File: src/rtl/dlfc_pkg.sv
// Package: shared frame layout constants and command helpers for the
// downlink frame checker. Positions are counted in received-bit order,
// position 0 being the first bit off the air.
package dlfc_pkg;
    localparam int CMD_W        = 3;
    localparam int ADDR_W       = 4;
    localparam int ADDR_PAD     = 2;
    localparam int ROW_W        = 8;
    localparam int N_ROWS       = 4;
    localparam int WORD_W       = ROW_W * N_ROWS;
    localparam int ROW_SPAN     = ROW_W + 1;
    localparam int CMD_POS      = 1;
    localparam int CMD_PAR_POS  = CMD_POS + CMD_W;
    localparam int ADDR_POS     = CMD_PAR_POS + 1;
    localparam int ADDR_PAR_POS = ADDR_POS + ADDR_W + ADDR_PAD;
    localparam int HDR_W        = ADDR_PAR_POS + 1;
    localparam int BASE_LOGIN   = CMD_PAR_POS + 1;
    localparam int BASE_WRITE   = ADDR_PAR_POS + 1;
    localparam int COL_LOGIN    = BASE_LOGIN + N_ROWS * ROW_SPAN;
    localparam int COL_WRITE    = BASE_WRITE + N_ROWS * ROW_SPAN;
    localparam int STOP_LOGIN   = COL_LOGIN + ROW_W;
    localparam int STOP_WRITE   = COL_WRITE + ROW_W;
    localparam int LEN_LOGIN    = STOP_LOGIN + 1;
    localparam int LEN_WRITE    = STOP_WRITE + 1;

    typedef enum logic [CMD_W-1:0] {
        OP_LOGIN   = 3'd1,
        OP_WRITE   = 3'd2,
        OP_READ    = 3'd4,
        OP_DISABLE = 3'd5,
        OP_PROTECT = 3'd6
    } op_e;

    // True for the defined command codes.
    function automatic logic op_defined(input logic [CMD_W-1:0] c);
        case (c)
            OP_LOGIN, OP_WRITE, OP_READ, OP_DISABLE, OP_PROTECT: return 1'b1;
            default: return 1'b0;
        endcase
    endfunction
endpackage

File: src/rtl/dlfc_row.sv
// Module: one data row of a downlink frame.
// Takes the row bits plus the parity bit that follows, in received order
// (slice[0] first). Assembles the byte most significant bit first and
// flags a parity bit that does not match the row.
// Assumes: purely combinational, slice is taken at the correct offset.
module dlfc_row #(
    parameter int ROW_W = 8
) (
    input  logic [ROW_W:0]   slice,
    output logic [ROW_W-1:0] data,
    output logic             par_err
);
    // Reverse received order into byte order: first bit becomes MSB.
    for (genvar i = 0; i < ROW_W; i++) begin : g_bit
        assign data[ROW_W-1-i] = slice[i];
    end

    // Row bits XOR parity bit is nonzero when they disagree.
    always_comb par_err = ^slice;
endmodule

File: src/rtl/dlfc_col.sv
// Module: column parity check of a downlink frame.
// Compares the received column byte (received order, first bit = MSB)
// against the XOR of all data rows.
// Assumes: purely combinational; word holds row k in lane k.
module dlfc_col #(
    parameter int ROW_W  = 8,
    parameter int N_ROWS = 4
) (
    input  logic [ROW_W*N_ROWS-1:0] word,
    input  logic [ROW_W-1:0]        rx_slice,
    output logic                    col_err
);
    logic [ROW_W-1:0] rx_byte;
    logic [ROW_W-1:0] calc;

    for (genvar i = 0; i < ROW_W; i++) begin : g_rev
        assign rx_byte[ROW_W-1-i] = rx_slice[i];
    end

    // Fold the rows into one byte with XOR.
    always_comb begin
        calc = '0;
        for (int k = 0; k < N_ROWS; k++) begin
            calc = calc ^ word[k*ROW_W +: ROW_W];
        end
    end

    // Mismatch between received and computed column byte.
    always_comb col_err = (rx_byte != calc);
endmodule

File: src/rtl/dlfc_hdr.sv
// Module: header fields of a downlink frame.
// Decodes the leading zero, the command with its parity, and (write
// layout only) the address with its pad zeros and parity.
// Assumes: purely combinational; hbits[0] is the first received bit.
module dlfc_hdr
    import dlfc_pkg::*;
(
    input  logic [HDR_W-1:0]  hbits,
    input  logic              is_write,
    output logic [CMD_W-1:0]  cmd,
    output logic [ADDR_W-1:0] addr,
    output logic              err_lead,
    output logic              err_cmd_par,
    output logic              err_cmd_code,
    output logic              err_addr
);
    // Command arrives most significant bit first.
    for (genvar i = 0; i < CMD_W; i++) begin : g_cmd
        assign cmd[CMD_W-1-i] = hbits[CMD_POS+i];
    end

    // Address arrives least significant bit first; absent in login layout.
    for (genvar i = 0; i < ADDR_W; i++) begin : g_addr
        assign addr[i] = is_write & hbits[ADDR_POS+i];
    end

    // Leading bit and command checks.
    always_comb begin
        err_lead     = hbits[0];
        err_cmd_par  = ^hbits[CMD_PAR_POS:CMD_POS];
        err_cmd_code = !op_defined(cmd);
    end

    // Address parity over address plus pads, and pads must be zero.
    always_comb begin
        err_addr = is_write &
                   ((^hbits[ADDR_PAR_POS:ADDR_POS]) |
                    (|hbits[ADDR_PAR_POS-1 -: ADDR_PAD]));
    end
endmodule

File: src/rtl/dl_frame_check.sv
// Module: downlink command frame checker (top).
// On an end-of-frame strobe, selects the login or write-word layout from
// the bit count, extracts command, address and payload, checks every
// parity field and the stop bit, and registers all results with a
// one-cycle valid pulse. Results hold until the next strobe.
// Assumes: frm_bits and frm_len are stable in the strobe cycle;
// synchronous active-low reset.
module dl_frame_check
    import dlfc_pkg::*;
#(
    parameter int LEN_W = 7
) (
    input  logic                 clk,
    input  logic                 rst_n,
    input  logic                 frm_end,
    input  logic [LEN_WRITE-1:0] frm_bits,
    input  logic [LEN_W-1:0]     frm_len,
    output logic                 res_valid,
    output logic [CMD_W-1:0]     res_cmd,
    output logic [ADDR_W-1:0]    res_addr,
    output logic [WORD_W-1:0]    res_word,
    output logic                 res_err_lead,
    output logic                 res_err_cmd_par,
    output logic                 res_err_cmd_code,
    output logic                 res_err_addr,
    output logic [N_ROWS-1:0]    res_err_row,
    output logic                 res_err_col,
    output logic                 res_err_stop,
    output logic                 res_err_len
);
    localparam int N_LAY = 2;

    logic                    is_login, is_write, len_ok;
    logic [N_LAY*WORD_W-1:0] word_all;
    logic [N_LAY*N_ROWS-1:0] rerr_all;
    logic [N_LAY-1:0]        cerr_all;
    logic [CMD_W-1:0]        h_cmd;
    logic [ADDR_W-1:0]       h_addr;
    logic                    h_lead, h_cpar, h_code, h_addr_err;
    logic [WORD_W-1:0]       sel_word;
    logic [N_ROWS-1:0]       sel_rerr;
    logic                    sel_cerr, sel_stop;

    // Layout selection from the received bit count.
    always_comb begin
        is_login = (frm_len == LEN_W'(LEN_LOGIN));
        is_write = (frm_len == LEN_W'(LEN_WRITE));
        len_ok   = is_login | is_write;
    end

    dlfc_hdr u_hdr (
        .hbits        (frm_bits[HDR_W-1:0]),
        .is_write     (is_write),
        .cmd          (h_cmd),
        .addr         (h_addr),
        .err_lead     (h_lead),
        .err_cmd_par  (h_cpar),
        .err_cmd_code (h_code),
        .err_addr     (h_addr_err)
    );

    // One row/column checker set per layout (0 = login, 1 = write word).
    for (genvar L = 0; L < N_LAY; L++) begin : g_lay
        localparam int BASE = (L == 0) ? BASE_LOGIN : BASE_WRITE;
        localparam int COL  = BASE + N_ROWS * ROW_SPAN;
        for (genvar k = 0; k < N_ROWS; k++) begin : g_row
            dlfc_row #(.ROW_W(ROW_W)) u_row (
                .slice   (frm_bits[BASE + k*ROW_SPAN +: ROW_SPAN]),
                .data    (word_all[(L*N_ROWS + k)*ROW_W +: ROW_W]),
                .par_err (rerr_all[L*N_ROWS + k])
            );
        end
        dlfc_col #(.ROW_W(ROW_W), .N_ROWS(N_ROWS)) u_col (
            .word     (word_all[L*WORD_W +: WORD_W]),
            .rx_slice (frm_bits[COL +: ROW_W]),
            .col_err  (cerr_all[L])
        );
    end

    // Pick the results of the layout that matches the count.
    always_comb begin
        if (is_write) begin
            sel_word = word_all[WORD_W +: WORD_W];
            sel_rerr = rerr_all[N_ROWS +: N_ROWS];
            sel_cerr = cerr_all[1];
            sel_stop = frm_bits[STOP_WRITE];
        end else begin
            sel_word = word_all[0 +: WORD_W];
            sel_rerr = rerr_all[0 +: N_ROWS];
            sel_cerr = cerr_all[0];
            sel_stop = frm_bits[STOP_LOGIN];
        end
    end

    // Result register: loads on the strobe, holds otherwise.
    always_ff @(posedge clk) begin
        if (!rst_n) begin
            res_valid        <= 1'b0;
            res_cmd          <= '0;
            res_addr         <= '0;
            res_word         <= '0;
            res_err_lead     <= 1'b0;
            res_err_cmd_par  <= 1'b0;
            res_err_cmd_code <= 1'b0;
            res_err_addr     <= 1'b0;
            res_err_row      <= '0;
            res_err_col      <= 1'b0;
            res_err_stop     <= 1'b0;
            res_err_len      <= 1'b0;
        end else begin
            res_valid <= frm_end;
            if (frm_end) begin
                res_err_len      <= !len_ok;
                res_cmd          <= len_ok ? h_cmd      : '0;
                res_addr         <= len_ok ? h_addr     : '0;
                res_word         <= len_ok ? sel_word   : '0;
                res_err_lead     <= len_ok & h_lead;
                res_err_cmd_par  <= len_ok & h_cpar;
                res_err_cmd_code <= len_ok & h_code;
                res_err_addr     <= len_ok & h_addr_err;
                res_err_row      <= len_ok ? sel_rerr   : '0;
                res_err_col      <= len_ok & sel_cerr;
                res_err_stop     <= len_ok & sel_stop;
            end
        end
    end

    // a strobe always yields a valid pulse in the next cycle.
    assert_pulse_R2: assert property (@(posedge clk) disable iff (!rst_n)
        frm_end |=> res_valid);

    // without a strobe the results hold and no pulse is given.
    assert_hold_R2: assert property (@(posedge clk) disable iff (!rst_n)
        !frm_end |=> (!res_valid && $stable(res_word) && $stable(res_cmd)
                      && $stable(res_err_row)));

    // a length error clears every other field.
    assert_len_clear_R10: assert property (@(posedge clk) disable iff (!rst_n)
        (res_valid && res_err_len) |-> (res_word == '0 && res_cmd == '0 &&
            res_addr == '0 && res_err_row == '0 && !res_err_col &&
            !res_err_stop && !res_err_addr && !res_err_lead));

    // the login layout reports no address.
    assert_login_addr_R5: assert property (@(posedge clk) disable iff (!rst_n)
        (frm_end && is_login) |=> (res_addr == '0 && !res_err_addr));

    // a flagged command code is never one of the defined commands.
    assert_code_R4: assert property (@(posedge clk) disable iff (!rst_n)
        (res_valid && res_err_cmd_code) |->
            !(res_cmd inside {3'd1, 3'd2, 3'd4, 3'd5, 3'd6}));
endmodule

File: config.mk
export PLATFORM = sky130hd
export DESIGN_NAME = dl_frame_check
export DESIGN_NICKNAME = d
export VERILOG_FILES = /design/src/rtl/dlfc_pkg.sv /design/src/rtl/dlfc_row.sv /design/src/rtl/dlfc_col.sv /design/src/rtl/dlfc_hdr.sv /design/src/rtl/dl_frame_check.sv
export SDC_FILE = /design/constraint.sdc
export NUM_CORES = 1
export LEC_CHECK = 0
export BUFFER_PORTS_ARGS = -buffer_cell sky130_fd_sc_hd__buf_4
export CAP_MARGIN = 10
export CORE_MARGIN = 5
export CORE_UTILIZATION = 33
export DETAILED_ROUTE_END_ITERATION = 10
export SYNTH_ARGS = -nofsm -noshare
export SYNTH_HDL_FRONTEND = slang
export SYNTH_SLANG_ARGS = --single-unit
File: constraint.sdc
create_clock -name clk -period 1.8 [get_ports clk]
set_input_delay 0.18 -clock clk [delete_from_list [all_inputs] [get_ports clk]]
set_output_delay 0.18 -clock clk [all_outputs]
set_load 0.02 [all_outputs]
==> impl_metrics.csv, run 1 <==
group,metric,value,unit
grt,grt_pass1_vias,2899,
hold_path,holdPathStages,3,
timing,worst_pin_slew,0.400,ns
placed_design,portBuffers,117,
worst_setup_path,cp_max_fo,2,
floorplanning,coreArea,9730,um^2
clock_network,cts_buffers,5,
placed_design,routabilityCongestion,0.851,
grt,grt_first_pass_wirelength,15900,um
worst_setup_path,timing.critical_path.cells,"buf_4, inv_1, ha_1, xnor2_1, xnor3_1, a2111o_1, a31oi_1",
grt,grt_max_degree,38,
finish,final_cell_area,4440,um^2
power,power_frac_clock,27.5,%
clock_network,cts_max_level,2,
finish,diodes,0,
yosys,syn_avg_cell_area,9.63,um^2
worst_setup_path,critPathKind,"in -> reg",
finish,drive_gt1_share,34.1,%
timing,final_hold_viol_count,0,
yosys,synth_seq_cells,51,
clock_network,postCtsSetupRepairBufs,0,
timing,setup_viol,0,
floorplanning,die_w,110,um
hold_path,hold_end,"res_err_lead",
clock_network,hold_buffers,0,
yosys,synth_area,3290,um^2
yosys,ys_types,41,
run_status,status,"completed",
grt,met2_usage,28.6,%
power,cellPowerDensity,593,nW/um^2
worst_setup_path,cp_num_buf_inv,2,
yosys,ys_seq_area_share,31.0,%
hold_path,min-delay-start,"frm_bits[0]",
worst_setup_path,cp_slowest_cell,"a2111o_1",
detailed_routing,vias_per_cell,4.77,
clock_network,clk_pin_slew,0.10,ns
worst_setup_path,crit_path_max_incr_delay,0.41,ns
floorplanning,die_height,110,um
yosys,syn_nets,410,
worst_setup_path,cp.required,2.03,ns
detailed_routing,initialDrtViolationCount,88,
power,power_leakage,0.00195,uW
placed_design,dp_hpwl,8090,um
timing,rsz0062_at_grt,"no",
grt,grt.total_usage,17.3,%
clock_network,worstSkewPairLatency,0.30,ns
worst_setup_path,rr_worst_depth,3,
worst_setup_path,critPathTopFamily,"compound AO/OA/AOI/OAI gates",
detailed_routing,post_drt_wl_per_cell,17.8,um
flow_run,drv_cap,0,
detailed_routing,dr.pass1.iters,4,
worst_setup_path,reg2reg_to,"res_err_col",
worst_setup_path,rr_startpoint,"res_err_col",
yosys,ys.flop_type,"dfxtp_1",
clock_network,clockBufferDepth,2,
yosys,synth_edf_count,0,
finish,nNetsFinal,523,
worst_setup_path,regToRegSetupSlack,0.88,ns
clock_network,cts-resized-gates,0,
yosys,synthCells,342,
finish,mostFrequentLayoutCells,"buf_4, dfxtp_1, xnor2_1, nor2_1, a21oi_1",
worst_setup_path,arrival,1.76,ns
power,combPwrFrac,29.3,%
timing,finClkSkew,0,ns
finish,final_common_cell,"buf_4",
power,intPower,1880,uW
floorplanning,start_util,33.8,%
hold_path,hold_class,"in -> reg",
clock_network,cts_tree,"done",
power,p_switching,754,uW
grt,use_met1,22.9,%
timing,fmax,656,MHz
finish,n_fill_cell,993,
floorplanning,dieArea,12100,um^2
worst_setup_path,endpoint_kind,"register",
placed_design,placed_cell_area,4350,um^2
yosys,synth_warnings,0,
detailed_routing,drt_wl_total,10500,um
finish,syn_to_final_growth,35.0,%
finish,finalCoreUtilization,45.7,%
power,power_frac_seq,43.1,%
timing,max_slew_margin,73.4,%
clock_network,clock-sinks,51,
power,ir_worst_vdd,0.332,mV
clock_network,clockRootBuffer,"clkbuf_8",
detailed_routing,vias,2802,
detailed_routing,ant_nets,0,
grt,antenna_found_initial,0,
grt,grt.met3_usage,4.35,%
worst_setup_path,start_kind,"input pin",
floorplanning,boundaryPins,118,
floorplanning,core.rowCount,36,
power,swShare,28.6,%
grt,grt-busiest-layer,"met2",
timing,fin_crit,1.52,ns
timing,finalCritPeriodShare,84.6,%
timing,slew_violations,0,
grt,gr-total-overflow,0,
yosys,synthArstFlopShare,0,%
detailed_routing,drc,0,
[metal layers]
metal	vias to the layer above	part of all wire, %
met3	6	8.6
met4	0	0.73
met1	1314	44
li1	1389	-
met5	-	0
met2	93	47
[worst max-delay path by stage]
stage                            from             end  slack [ns]  cells past startpoint
final                     frm_bits[9]  res_err_row[0]        0.28                      7
after floorplan           frm_bits[9]  res_err_row[0]        0.13                      6
after global routing      frm_bits[9]  res_err_row[0]        0.21                      7
after detailed placement  frm_bits[9]  res_err_row[0]       -0.05                      7
after CTS                 frm_bits[9]  res_err_row[0]        0.28                      7
after global placement    frm_bits[9]  res_err_row[0]        0.01                      7
[cell type report]
cell class / instances / area [um^2] / area share (%)
clock buffer: 6 / 82.6 / 1.86
clock inverter: 1 / 8.76 / 0.197
tap: 133 / 166 / 3.74
inverter: 18 / 67.6 / 1.52
timing repair buffer: 127 / 991 / 22.3
multi-input combinational: 252 / 2110 / 47.4
sequential: 51 / 1020 / 23.0
[power groups by stage]
stage | Clock (uW) | Sequential (uW) | Combinational, uW
6_report | 726 | 1140 | 773
5_1_grt | 796 | 1140 | 824
4_1_cts | 755 | 1140 | 778
3_5_place_dp | 0 | 1160 | 774
3_3_place_gp | 0 | 1160 | 765
2_1_floorplan | 0 | 1170 | 474
[registers in the layout, indices dropped and copies added, names as in the netlist]
register,count
res_err_row,4
res_err_stop,1
res_err_cmd_code,1
res_word,32
res_err_len,1
res_err_addr,1
res_cmd,3
res_err_lead,1
res_err_cmd_par,1
res_valid,1
res_addr,4
res_err_col,1
[tightest hold or removal path, stage by stage]
cell,delay [ns]
buf_4,0.08
a22oi_1,0.05
nor2_1,0.07
[metrics by stage]
stage                     total power (uW)  setup slack (ns)  hold slack (ns)  std cells  TNS, ns
after floorplan                       1640             0.133            0.319        342        0
after global placement                1930            0.0136            0.420        581        0
after detailed placement              1940           -0.0507            0.428        581  -0.0507
after CTS                             2670             0.282            0.102        588        0
after global routing                  2760             0.211            0.121        588        0
final                                 2630             0.277            0.109        588        0
[synthesized netlist by cell type, types with 6 or more instances]
cell type | number | area [um^2]
dfxtp_1 | 51 | 1020
xnor2_1 | 43 | 377
a21oi_1 | 29 | 145
nor2_1 | 29 | 109
xnor3_1 | 19 | 428
mux2_2 | 18 | 203
nor2b_1 | 18 | 113
inv_1 | 17 | 63.8
mux2i_1 | 17 | 170
and2_1 | 16 | 100
o22ai_1 | 14 | 87.6
clkbuf_1 | 11 | 41.3
buf_2 | 8 | 40.0
nand3_1 | 6 | 30.0
[logic make-up after synthesis]
| family | share of synthesized area (%) |
|---|---|
| muxes | 11.3 |
| xor gates and xnor gates | 26.2 |
| buffers and inverters | 4.98 |
| AOI/OAI and AO/OA | 11.1 |
| DFF | 31.0 |
| adders and majority gates | 0.380 |
| and+or+nand+nor | 15.0 |
No activity file was read; power rests on OpenSTA's default activity.
==> run 2, diff against run 1 <==
--- a/config.mk
+++ b/config.mk
@@ -5,6 +5,7 @@
 export SDC_FILE = /design/constraint.sdc
 export NUM_CORES = 1
 export LEC_CHECK = 0
+export ABC_AREA = 1
 export BUFFER_PORTS_ARGS = -buffer_cell sky130_fd_sc_hd__buf_4
 export CAP_MARGIN = 10
 export CORE_MARGIN = 5
==> constraint.sdc (replaced) <==
create_clock -name clk -period 1.5 [get_ports clk]
set_input_delay 0.15 -clock clk [delete_from_list [all_inputs] [get_ports clk]]
set_output_delay 0.15 -clock clk [all_outputs]
set_load 0.02 [all_outputs]
==> impl_metrics.csv, run 2 <==
group,metric,value,unit
yosys,synth_area,3740,um^2
power,combPwrFrac,26.6,%
timing,finClkSkew,0,ns
timing,finalWorstSetupSlack,0.159,ns
floorplanning,boundaryPins,118,
power,power_leakage,0.00251,uW
finish,largest_reg_flops,32,
clock_network,clockRootBuffer,"clkbuf_16",
grt,grt.total_usage,19.4,%
detailed_routing,vias_per_cell,4.77,
timing,finalCritPeriodShare,89.4,%
placed_design,dp_hpwl,10600,um
worst_setup_path,crit_path_max_incr_delay,0.25,ns
worst_setup_path,endpoint_kind,"register",
grt,grt_first_pass_wirelength,20400,um
yosys,ys.flop_type,"dfxtp_1",
floorplanning,start_util,33.2,%
timing,fmax,746,MHz
power,p_switching,1110,uW
finish,final_common_cell,"nand2_1",
yosys,synthArstFlopShare,0,%
power,cellPowerDensity,756,nW/um^2
clock_network,worstSkewPairLatency,0.29,ns
worst_setup_path,critPathKind,"in -> reg",
timing,final_hold_viol_count,0,
finish,mostFrequentLayoutCells,"nand2_1, buf_4, inv_1, dfxtp_1, a21oi_1",
detailed_routing,post_drt_wl_per_cell,14.7,um
floorplanning,core.rowCount,39,
grt,grt_pass1_vias,4037,
worst_setup_path,cp_slowest_cell,"o21ai_1",
finish,top_regs,"res_word x32, res_addr x4, res_err_row x4",
worst_setup_path,cp.required,1.72,ns
worst_setup_path,critPathTopFamily,"buffers and inverters",
yosys,yosysTopAreaCellShare,27.4,%
clock_network,clockBufferDepth,2,
yosys,synth_seq_cells,51,
yosys,ys_types,24,
finish,final_cells,890,
clock_network,clock-sinks,51,
worst_setup_path,start_kind,"input pin",
yosys,synthTopCellsByCount,"nand2_1, inv_1, dfxtp_1",
detailed_routing,vias,4245,
yosys,synthCells,623,
yosys,synth_warnings,0,
finish,nNetsFinal,814,
grt,gr-total-overflow,0,
clock_network,clk_pin_slew,0.07,ns
floorplanning,die_height,117,um
finish,largest_register,"res_word",
power,ir_worst_vdd,0.393,mV
yosys,synth_edf_count,0,
yosys,syn_nets,691,
finish,finalCoreUtilization,45.3,%
clock_network,postCtsSetupRepairBufs,0,
detailed_routing,dr.pass1.iters,4,
power,power_frac_seq,35.3,%
power,intPower,2760,uW
finish,syn_to_final_growth,36.4,%
worst_setup_path,cp_num_buf_inv,4,
worst_setup_path,arrival,1.56,ns
clock_network,cts_tree,"done",
run_status,status,"completed",
floorplanning,dieArea,13600,um^2
detailed_routing,drc,0,
yosys,ys_seq_area_share,27.3,%
clock_network,cts_buffers,5,
timing,setup_viol,0,
floorplanning,die_w,117,um
timing,slew_violations,0,
clock_network,cts_max_level,2,
timing,rsz0062_at_grt,"no",
grt,grt_max_degree,50,
timing,fin_crit,1.34,ns
power,swShare,28.6,%
placed_design,portBuffers,117,
finish,diodes,0,
detailed_routing,ant_nets,0,
grt,antenna_found_initial,0,
timing,worst_pin_slew,0.400,ns
placed_design,routabilityCongestion,0.986,
finish,drive_gt1_share,22.1,%
power,power_frac_clock,38.1,%
placed_design,place_ws,-0.239,ns
yosys,synth.largest_area_cell,"nand2_1",
hold_path,hold_class,"in -> reg",
flow_run,drv_cap,0,
finish,n_fill_cell,1221,
worst_setup_path,timing.critical_path.cells,"buf_4, inv_1, nand2_1, nor3b_2, nand2_1, buf_4, buf_4, o21ai_1, nand2_1, a21oi_1",
yosys,synth.area.top_cells,"nand2_1, dfxtp_1, xnor2_1",
detailed_routing,drt_wl_total,13100,um
worst_setup_path,cp_max_fo,16,
yosys,yosysMostFrequentCell,"nand2_1",
yosys,syn_avg_cell_area,6.01,um^2
timing,max_slew_margin,73.2,%
placed_design,dpl.cell_count,882,
detailed_routing,initialDrtViolationCount,313,
floorplanning,coreArea,11300,um^2
## run 2: cell types whose count changed after synthesis, sizes merged, moves of 16 or more
cell | previous run | this run
inv | 17 | 56
o21ai | 4 | 21
nor2b | 18 | 0
mux2i | 17 | 0
xnor3 | 20 | 0
a21oi | 29 | 51
nand3 | 6 | 33
mux2 | 18 | 0
nand2 | 5 | 273
and2 | 16 | 0
## run 2: logic make-up after synthesis
logic type	after synthesis	share of synthesized area, %
XOR/XNOR	52	12.2
buffers and inverters	89	9.82
flip-flops	51	27.3
adder cells (fa/ha/maj)	1	0.334
AND/OR/NAND/NOR	345	37.9
AO/OA/AOI/OAI	85	12.5
## run 2: worst paths after layout
kind,startpoint,end,slack (ns),cells past startpoint
max,frm_len[1],res_word[20],0.16,10
max reg2reg,res_err_col,res_err_col,0.84,2
min,rst_n,res_valid,0.07,3
min reg2reg,res_word[23],res_word[23],0.47,2
## run 2: layout make-up
| class | count | area (um^2) | share of cell area [%] |
|---|---|---|---|
| multi-input combinational | 483 | 2360 | 46.1 |
| inverter | 57 | 214 | 4.19 |
| timing repair buffer | 148 | 1150 | 22.5 |
| clock inverter | 2 | 60.1 | 1.18 |
| clock buffer | 6 | 129 | 2.52 |
| sequential | 51 | 1020 | 20.0 |
| tap | 143 | 179 | 3.50 |
## run 2: stage by stage
stage                     total power, uW  area (um^2)  TNS (ns)  hold slack (ns)
after detailed placement             2420         4920     -1.13            0.365
after floorplan                      2030         3740         0            0.243
after global placement               2400         4920    -0.657            0.349
after CTS                            3890         5110         0           0.0622
after global routing                 4080         5110         0           0.0672
final                                3860         5110         0           0.0694
## run 2: worst reg2reg max path: stages, from the launching register on
cell and delay [ns]:
dfxtp_1 0.39, nand2_1 0.07, a21oi_1 0.14
## run 2: what timing repair did
| action | 4_1_cts | 5_1_grt |
|---|---|---|
| hold endpoints to repair | 0 | 0 |
| setup endpoints to repair | 0 | 1 |
| resized for setup | 0 | 1 |
| hold buffers | 0 | 0 |
## run 2: power by group through the flow
stage / logic [uW] / registers (uW) / clock network, uW
after floorplan: 626 / 1400 / 0
after global placement: 1010 / 1390 / 0
after detailed placement: 1020 / 1400 / 0
after CTS: 1030 / 1360 / 1500
after global routing: 1160 / 1360 / 1560
final: 1030 / 1360 / 1470
## run 2: layer usage
layer  global-route usage, %  routed length (um)  vias to the layer above
met4                    6.26                 314                        0
met1                    26.2                5920                     1913
met3                    2.44                 843                       21
met5                       0                   0                        -
met2                    32.0                6040                      126
li1                        -                   -                     2185
==> run 3, diff against run 2 <==
==> constraint.sdc (replaced) <==
create_clock -name clk -period 1.3 [get_ports clk]
set_input_delay 0.13 -clock clk [delete_from_list [all_inputs] [get_ports clk]]
set_output_delay 0.13 -clock clk [all_outputs]
set_load 0.02 [all_outputs]
==> impl_metrics.csv, run 3 (synthesis results as in run 2) <==
group,metric,value,unit
run_status,status,"completed",
detailed_routing,vias,4385,
worst_setup_path,start_kind,"input pin",
hold_path,min-delay-start,"frm_end",
timing,max_slew_margin,78.8,%
timing,fmax,814,MHz
floorplanning,dieArea,13600,um^2
finish,diodes,0,
detailed_routing,drc,0,
grt,grt.total_usage,19.2,%
floorplanning,core.rowCount,39,
clock_network,clk_pin_slew,0.07,ns
clock_network,hold_buffers,0,
worst_setup_path,regToRegSetupSlack,0.63,ns
timing,setup_viol,0,
power,power_leakage,0.00265,uW
detailed_routing,dr.pass1.iters,5,
hold_path,hold_class,"in -> reg",
flow_run,drv_cap,0,
finish,largest_register,"res_word",
placed_design,place_ws,-0.284,ns
finish,drive_gt1_share,25.5,%
hold_path,holdPathStages,3,
power,ir_worst_vdd,0.442,mV
hold_path,hold_end,"res_valid",
clock_network,cts_buffers,5,
floorplanning,start_util,33.2,%
worst_setup_path,reg2reg_to,"res_err_col",
detailed_routing,vias_per_cell,4.77,
floorplanning,coreArea,11300,um^2
finish,final_common_cell,"nand2_1",
finish,finalCoreUtilization,47.2,%
worst_setup_path,rr_worst_depth,2,
detailed_routing,drt_wl_total,13300,um
grt,grt_max_degree,50,
placed_design,dp_hpwl,10900,um
clock_network,clock-sinks,51,
floorplanning,boundaryPins,118,
timing,tns,0,ns
finish,largest_reg_flops,32,
clock_network,clockBufferDepth,2,
worst_setup_path,critPathKind,"in -> reg",
finish,syn_to_final_growth,42.1,%
grt,grt_first_pass_wirelength,20200,um
timing,finalCritPeriodShare,94.5,%
placed_design,routabilityCongestion,0.931,
grt,gr-total-overflow,0,
grt,antenna_found_initial,0,
timing,fin_crit,1.23,ns
worst_setup_path,critPathLaunch,"frm_len[1]",
clock_network,postCtsSetupRepairBufs,0,
finish,mostFrequentLayoutCells,"nand2_1, buf_4, inv_1, dfxtp_1, a21oi_1",
clock_network,cts_max_level,2,
detailed_routing,initialDrtViolationCount,245,
clock_network,cts-resized-gates,0,
finish,top_regs,"res_word x32, res_addr x4, res_err_row x4",
timing,slew_violations,0,
floorplanning,die_w,117,um
worst_setup_path,cp.required,1.53,ns
timing,finClkSkew,0,ns
timing,worst_pin_slew,0.316,ns
clock_network,worstSkewPairLatency,0.29,ns
clock_network,cts_tree,"done",
power,cellPowerDensity,777,nW/um^2
clock_network,clockRootBuffer,"clkbuf_16",
worst_setup_path,endpoint_kind,"register",
grt,grt_pass1_vias,4004,
timing,final_hold_viol_count,0,
worst_setup_path,arrival,1.46,ns
detailed_routing,ant_nets,0,
worst_setup_path,cp_max_fo,17,
timing,rsz0062_at_grt,"no",
detailed_routing,post_drt_wl_per_cell,14.5,um
timing,finalWorstSetupSlack,0.0714,ns
floorplanning,die_height,117,um
finish,nNetsFinal,846,
placed_design,portBuffers,117,
worst_setup_path,rr_startpoint,"res_err_col",
[run 3: changes by cell type in the layout (fill, tap and decap cells not counted), sizes merged]
cell,delta
buf,+32
bufinv,-2
[run 3: critical path, stage by stage]
cell and delay [ns]:
buf_4 0.11, inv_1 0.06, nand2_1 0.06, nor3b_2 0.17, nand2_2 0.12, buf_6 0.18
buf_4 0.19, o21ai_0 0.17, nand2_1 0.13, a21oi_1 0.15
[run 3: layout make-up]
class,instances,area (um^2)
Fill cell,1226,5950
Multi-Input combinational cell,483,2370
Timing Repair Buffer,180,1410
Sequential cell,51,1020
Inverter,57,214
Tap cell,143,179
Clock buffer,6,129
[run 3: stage by stage]
step           hold WS (ns)  instances  instance area, um^2  total power (uW)
2_1_floorplan         0.223        623                 3740              2340
3_3_place_gp          0.328        914                 5170              2880
3_5_place_dp          0.339        914                 5170              2900
4_1_cts              0.0370        920                 5300              4170
5_1_grt              0.0546        920                 5320              4380
6_report             0.0368        920                 5320              4130
[run 3: worst max-delay path by stage]
stage,endpoint,slack (ns),cells after the start
after detailed placement,res_addr[0],-0.28,10
after floorplan,res_word[31],0.06,8
after global placement,res_word[20],-0.23,10
final,res_word[20],0.07,10
after global routing,res_err_col,0.008,13
after CTS,res_addr[0],0.02,10
[run 3: power breakdown]
part | internal [uW] | switching [uW] | total (uW)
Clock | 694 | 567 | 1260
Sequential | 1570 | 4.18 | 1570
Combinational | 599 | 700 | 1300
[run 3: metal layers]
layer	up-vias	GRT usage [%]	part of all wire [%]
met5	-	0	0
met4	0	4.33	1.2
met3	10	3.11	7.2
met2	138	32.8	47
met1	1987	25.5	45
li1	2250	-	-
